<file path="src/rtl/civ_pkg.sv">
package civ_pkg;

  // Effective depth of one branch: clamp to the build maximum, then
  // mirror against it when the block is built as a deinterleaver.
  function automatic int civ_eff_depth(input int cfg, input int max_dly, input bit deint);
    int c;
    c = (cfg > max_dly) ? max_dly : cfg;
    return deint ? (max_dly - c) : c;
  endfunction

  // Next commutator position with wrap.
  function automatic int civ_next_branch(input int cur, input int nbr);
    return (cur >= nbr - 1) ? 0 : cur + 1;
  endfunction

endpackage

</file>
<file path="src/rtl/civ_delay_map.sv">
module civ_delay_map
  import civ_pkg::*;
#(
  parameter int NUM_BR  = 4,
  parameter int CFG_W   = 4,
  parameter int MAX_DLY = 5,
  parameter int DLY_W   = 3,
  parameter bit DEINT   = 1'b0
) (
  input  logic [NUM_BR*CFG_W-1:0] cfg_delay,
  output logic [NUM_BR*DLY_W-1:0] eff_delay
);

  for (genvar b = 0; b < NUM_BR; b++) begin : g_map
    int eff_int;
    always_comb begin
      eff_int = civ_eff_depth(int'(cfg_delay[b*CFG_W +: CFG_W]), MAX_DLY, DEINT);
      eff_delay[b*DLY_W +: DLY_W] = DLY_W'(eff_int);
    end
  end

endmodule

</file>
<file path="src/rtl/civ_commutator.sv">
module civ_commutator
  import civ_pkg::*;
#(
  parameter int NUM_BR = 4,
  parameter int SEL_W  = 2
) (
  input  logic             clk,
  input  logic             rst_n,
  input  logic             adv,
  output logic [SEL_W-1:0] sel
);

  always_ff @(posedge clk) begin
    if (!rst_n) begin
      sel <= '0;
    end else if (adv) begin
      sel <= SEL_W'(civ_next_branch(int'(sel), NUM_BR));
    end
  end

  AST_RR_ADVANCE: assert property (@(posedge clk) disable iff (!rst_n)
    adv |=> (int'(sel) == ((int'($past(sel)) == NUM_BR - 1) ? 0 : int'($past(sel)) + 1)));

  AST_RR_IDLE_HOLD: assert property (@(posedge clk) disable iff (!rst_n)
    !adv |=> $stable(sel));

endmodule

</file>
<file path="src/rtl/civ_branch.sv">
module civ_branch #(
  parameter int SYM_W   = 8,
  parameter int MAX_DLY = 5,
  parameter int DLY_W   = 3,
  parameter int PTR_W   = 3,
  parameter int DEPTH   = 5
) (
  input  logic             clk,
  input  logic             rst_n,
  input  logic [SYM_W-1:0] init_val,
  input  logic [DLY_W-1:0] dly,
  input  logic             wr_en,
  input  logic [SYM_W-1:0] wr_data,
  output logic [SYM_W-1:0] rd_data
);

  logic [SYM_W-1:0] cells [DEPTH];
  logic [PTR_W-1:0] ptr;
  logic             bypass;
  logic             wrap;

  assign bypass = (dly == '0);
  assign wrap   = (int'(ptr) >= int'(dly) - 1);

  // Oldest entry is read in the same slot the new symbol overwrites it.
  assign rd_data = bypass ? wr_data : cells[ptr];

  always_ff @(posedge clk) begin
    if (!rst_n) begin
      ptr <= '0;
    end else if (wr_en && !bypass) begin
      ptr <= wrap ? '0 : ptr + PTR_W'(1);
    end
  end

  for (genvar c = 0; c < DEPTH; c++) begin : g_cell
    always_ff @(posedge clk) begin
      if (!rst_n) begin
        cells[c] <= init_val;
      end else if (wr_en && !bypass && (int'(ptr) == c)) begin
        cells[c] <= wr_data;
      end
    end
  end

  AST_PTR_IN_RANGE: assert property (@(posedge clk) disable iff (!rst_n)
    !bypass |-> (int'(ptr) < int'(dly)));

  AST_IDLE_PTR_HOLD: assert property (@(posedge clk) disable iff (!rst_n)
    !$past(wr_en) |-> $stable(ptr));

endmodule

</file>
<file path="src/rtl/civ_out_stage.sv">
module civ_out_stage #(
  parameter int SYM_W = 8
) (
  input  logic             clk,
  input  logic             rst_n,
  input  logic             in_valid,
  output logic             in_ready,
  input  logic [SYM_W-1:0] sel_data,
  output logic             accept,
  output logic             out_valid,
  input  logic             out_ready,
  output logic [SYM_W-1:0] out_data
);

  assign in_ready = !out_valid || out_ready;
  assign accept   = in_valid && in_ready;

  always_ff @(posedge clk) begin
    if (!rst_n) begin
      out_valid <= 1'b0;
      out_data  <= '0;
    end else if (accept) begin
      out_valid <= 1'b1;
      out_data  <= sel_data;
    end else if (out_ready) begin
      out_valid <= 1'b0;
    end
  end

  AST_ACCEPT_THEN_VALID: assert property (@(posedge clk) disable iff (!rst_n)
    (in_valid && in_ready) |=> out_valid);

  AST_STALL_HOLD: assert property (@(posedge clk) disable iff (!rst_n)
    (out_valid && !out_ready) |=> (out_valid && $stable(out_data)));

  AST_STALL_BLOCKS_INPUT: assert property (@(posedge clk) disable iff (!rst_n)
    (out_valid && !out_ready) |-> !in_ready);

endmodule

</file>
<file path="src/rtl/civ_interleaver.sv">
module civ_interleaver #(
  parameter int SYM_W   = 8,
  parameter int NUM_BR  = 4,
  parameter int MAX_DLY = 5,
  parameter int CFG_W   = 4,
  parameter bit DEINT   = 1'b0
) (
  input  logic                    clk,
  input  logic                    rst_n,
  input  logic [NUM_BR*CFG_W-1:0] cfg_delay,
  input  logic [NUM_BR*SYM_W-1:0] cfg_init,
  input  logic                    in_valid,
  output logic                    in_ready,
  input  logic [SYM_W-1:0]        in_data,
  output logic                    out_valid,
  input  logic                    out_ready,
  output logic [SYM_W-1:0]        out_data
);

  localparam int SEL_W = (NUM_BR > 1) ? $clog2(NUM_BR) : 1;
  localparam int DLY_W = $clog2(MAX_DLY + 1);
  localparam int PTR_W = (MAX_DLY > 1) ? $clog2(MAX_DLY) : 1;
  localparam int DEPTH = (MAX_DLY > 0) ? MAX_DLY : 1;

  logic [NUM_BR*DLY_W-1:0] eff_delay;
  logic [SEL_W-1:0]        sel;
  logic                    accept;
  logic [SYM_W-1:0]        br_rd [NUM_BR];
  logic [SYM_W-1:0]        sel_data;

  civ_delay_map #(
    .NUM_BR (NUM_BR),
    .CFG_W  (CFG_W),
    .MAX_DLY(MAX_DLY),
    .DLY_W  (DLY_W),
    .DEINT  (DEINT)
  ) u_map (
    .cfg_delay(cfg_delay),
    .eff_delay(eff_delay)
  );

  civ_commutator #(
    .NUM_BR(NUM_BR),
    .SEL_W (SEL_W)
  ) u_comm (
    .clk  (clk),
    .rst_n(rst_n),
    .adv  (accept),
    .sel  (sel)
  );

  for (genvar b = 0; b < NUM_BR; b++) begin : g_br
    logic wr_en_b;
    assign wr_en_b = accept && (int'(sel) == b);
    civ_branch #(
      .SYM_W  (SYM_W),
      .MAX_DLY(MAX_DLY),
      .DLY_W  (DLY_W),
      .PTR_W  (PTR_W),
      .DEPTH  (DEPTH)
    ) u_branch (
      .clk     (clk),
      .rst_n   (rst_n),
      .init_val(cfg_init[b*SYM_W +: SYM_W]),
      .dly     (eff_delay[b*DLY_W +: DLY_W]),
      .wr_en   (wr_en_b),
      .wr_data (in_data),
      .rd_data (br_rd[b])
    );
  end

  always_comb begin
    sel_data = br_rd[0];
    for (int b = 1; b < NUM_BR; b++) begin
      if (int'(sel) == b) sel_data = br_rd[b];
    end
  end

  civ_out_stage #(
    .SYM_W(SYM_W)
  ) u_out (
    .clk      (clk),
    .rst_n    (rst_n),
    .in_valid (in_valid),
    .in_ready (in_ready),
    .sel_data (sel_data),
    .accept   (accept),
    .out_valid(out_valid),
    .out_ready(out_ready),
    .out_data (out_data)
  );

  AST_IDLE_OUT_DROPS: assert property (@(posedge clk) disable iff (!rst_n)
    (!(in_valid && in_ready) && out_ready) |=> !out_valid);

endmodule

</file>
<file path="config.mk">
export PLATFORM = sky130hd
export DESIGN_NAME = civ_interleaver
export DESIGN_NICKNAME = d
export VERILOG_FILES = /design/src/rtl/civ_pkg.sv /design/src/rtl/civ_delay_map.sv /design/src/rtl/civ_commutator.sv /design/src/rtl/civ_branch.sv /design/src/rtl/civ_out_stage.sv /design/src/rtl/civ_interleaver.sv
export SDC_FILE = /design/constraint.sdc
export NUM_CORES = 1
export LEC_CHECK = 0
export BUFFER_PORTS_ARGS = -buffer_cell sky130_fd_sc_hd__buf_2
export CAP_MARGIN = 20
export CELL_PAD_IN_SITES_DETAIL_PLACEMENT = 1
export CELL_PAD_IN_SITES_GLOBAL_PLACEMENT = 1
export CORE_ASPECT_RATIO = 1.1
export CORE_UTILIZATION = 57
export CTS_BUF_LIST = sky130_fd_sc_hd__clkbuf_4
export CTS_CLUSTER_SIZE = 10
export DETAILED_ROUTE_END_ITERATION = 12
export PLACE_DENSITY = 0.86
export SYNTH_ARGS = -nofsm -noshare
export SYNTH_HDL_FRONTEND = slang
export SYNTH_HIERARCHICAL = 1
export SYNTH_SLANG_ARGS = --single-unit
</file>
<file path="constraint.sdc">
create_clock -name clk -period 6 [get_ports clk]
set_input_delay 1.2 -clock clk [delete_from_list [all_inputs] [get_ports clk]]
set_output_delay 1.2 -clock clk [all_outputs]
set_load 0.01 [all_outputs]
</file>
==> metrics.cfg <==
[status]
status=completed

[global_route]
grt_pass1_wl_um=44660
grt_pass1_vias=8056
grt.total_usage=0.3003
grt_max_degree=81
antenna_found_initial=1
grt-ovfl-total=0

[placed_design]
dp_slack_ps=2107
io_buffer_count=69
gp_congestion=0.8279
dp.final_hpwl_um=19840
dpl_cell_area_um2=11520

[timing]
tightest_slew_ps=1066
max_freq_mhz=311.4
fin_skew_ps=17.64
max_slew_margin=0.2859
finalCritPeriodShare=0.5352
grt_setup_unrepaired=no
final-setup-viol-count=0
period_minus_slack_ps=3211
finalMaxSlewViolations=0
hold_violations=0
fin_ws_ps=2789
tns_ps=0
holdWs_ps=488.1

[setup_path]
cp.arrival_ps=3570
worst-setup-path-type=primary input to register
r2r_start=u_comm/sel[0]
critPathMaxFanout=23
crit_required_ps=6360
r2r_slack_ps=3140
crit_path_end_kind=register
start_kind=primary input
crit_start=cfg_delay[14]

[die]
num_io_pins=70
fp.dieH_um=148.9
core_area_um2=19160
die-width_um=135.5
die_area_um2=20170
num_rows=53
floorplan.initialDensity=0.5832

[synth]
yosys.area.top_type_share=0.4299
synth-async-reset-ratio=0
avgSynthCellArea_um2=13.48
yosys-top-cells-area=edfxtp_1, mux2_2, dfxtp_1, ha_1, a222oi_1
synth_edf_count=160
yosysSeqAreaShare=0.4926
yosysUniqueCellTypes=46
synth_cells=829
synth-seq-cells=195
synth_top_area_cell=edfxtp_1
synth_nets=930
syn_area_um2=11180
synth_ff_type=edfxtp_1
yosys_warnings=6

[layout]
final_core_util=0.6183
drive_gt1_frac=0.4061
area_delta_synth_final_pct=6.022
nNetsFinal=977
finalInstanceArea_um2=11850
fillers=1888

[power_and_ir_drop]
seq_power_share=0.595
swShare=0.2642
p_leak_nw=4.327
pwr-share-comb=0.146
power_density_nw_per_um2=229.7
p_sw_w=0.0007191
power_frac_clock=0.259
ir_worst_vdd_mv=0.1163
p_int_w=0.002003

[clock_tree]
cts_resized=0
path_clk_slew_ps=150
cts_tree=done
cts-root-buf=clkbuf_4
post_cts_buffers=0
worstSkewPairLatency_ps=590
htreeDepth=4
cts_sinks=195
cts_buffer_depth=2
cts_buffers=17
cts_hold_buffers=0

[job]
maxCapViolCount=0

[drt]
route.detailed.drc=0
dr.pass1.iters=7
ant_nets=0
via_count=7394
wirelength_um=29190
routedWlPerCell_um=25.67
drt-initial-drc-count=534
vias_per_cell=6.503

[min_path]
hold_class=register to register
hp-start=u_out/out_data[7]

==> power groups by stage <==
stage | sequential, W | clock [W] | combinational (W)
after floorplan | 0.00162 | 0 | 0.000269
after global placement | 0.00164 | 0 | 0.000364
after detailed placement | 0.00165 | 0 | 0.000390
after CTS | 0.00162 | 0.000721 | 0.000392
after global routing | 0.00163 | 0.000760 | 0.000423
final | 0.00162 | 0.000705 | 0.000397
==> metal layers <==
| layer | up-vias | track usage | part of all wire | routed length [um] |
|---|---|---|---|---|
| met5 | - | 0 | 0 | 0 |
| met3 | 61 | 0.04010 | 0.047 | 1381 |
| met4 | 0 | 0.1247 | 0.030 | 867 |
| met1 | 3763 | 0.3543 | 0.40 | 11540 |
| li1 | 3317 | - | - | - |
| met2 | 253 | 0.5456 | 0.53 | 15400 |
==> cell type report <==
type                    count  area (um^2)  area share
flip-flops and latches    195         5505      0.4646
repair buffers             73        402.9     0.03400
well taps                 247        309.0     0.02608
clock buffers              19        142.6     0.01204
inverters                  21        78.83    0.006652
diodes                      1        2.502   0.0002112
clock inverters            13        135.1     0.01140
multi-input cells         568         5274      0.4450
==> cell families (layout without fill, tap and decap cells) <==
group | after synthesis | after routing | share of synthesized area
xor gates and xnor gates | 4 | 4 | 0.003134
adders and majority gates | 41 | 41 | 0.04590
AOI/OAI and AO/OA | 91 | 91 | 0.06090
and+or+nand+nor | 191 | 191 | 0.1089
muxes | 241 | 241 | 0.2525
DFF | 195 | 195 | 0.4926
buffers and inverters | 66 | 126 | 0.03605
other | 0 | 1 | 0
==> cells in the mapped netlist (5+ instances only) <==
master,number
nor3b_1,5
dfxtp_1,35
nand4_2,6
buf_2,13
nand3_1,7
nand2b_1,8
nand4_4,9
buf_6,9
o21ai_0,5
buf_1,7
ha_1,41
nand4_1,13
mux2_2,218
o32ai_1,12
mux2_4,6
and2_1,7
inv_1,21
a222oi_1,32
nor2b_1,16
buf_4,6
edfxtp_1,160
clkbuf_1,7
nand2_1,57
mux2i_1,9
nor2_1,40
a21oi_1,36
mux4_2,6
==> cell usage in the layout (no fill, tap or decap), types with 4 or more instances in the layout <==
| master | n |
|---|---|
| and2_1 | 7 |
| or2_1 | 4 |
| nor2b_1 | 16 |
| dfxtp_1 | 35 |
| nand2_1 | 57 |
| nor2_1 | 40 |
| clkbuf_4 | 19 |
| inv_1 | 21 |
| ha_1 | 41 |
| a21oi_1 | 36 |
| buf_2 | 69 |
| nand4_4 | 9 |
| a222oi_1 | 32 |
| mux2_4 | 6 |
| xnor2_1 | 4 |
| edfxtp_1 | 160 |
| mux2i_1 | 9 |
| nand2b_1 | 8 |
| mux2_2 | 218 |
| o21ai_0 | 5 |
| nand4_1 | 13 |
| o32ai_1 | 12 |
| clkinvlp_4 | 4 |
| a211o_1 | 4 |
| nor3b_1 | 4 |
| nand4_2 | 6 |
| mux4_2 | 6 |
| nand3_1 | 7 |
==> final timing paths <==
check | to | cells after the start
worst min-delay path | u_out/out_data[7] | 2
worst max register to register | g_br[3].u_branch/cells[0][6] | 4
worst max-delay path | g_br[3].u_branch/cells[3][3] | 7
worst min register to register | u_out/out_data[7] | 2
==> metrics by stage <==
stage                     total power [W]  instances
after floorplan                  0.001891        829
after global routing             0.002811       1137
after global placement           0.002004       1101
after detailed placement         0.002040       1101
final                            0.002722       1137
after CTS                        0.002734       1133
==> flip-flops by register name (all words and copies together) (netlist names), named ones only <==
name,cells
g_br.u_branch/cells,160
g_br.u_branch/ptr,12
u_comm/sel,2
u_out/out_valid,1
u_out/out_data,8
==> critical path: stages <==
cell	delay (ps)
buf_2	110
nor3b_1	250
inv_1	110
ha_1	210
nand2b_1	550
nand4_1	620
mux2_2	510
Note: power is estimated with default switching activity, not from simulation.
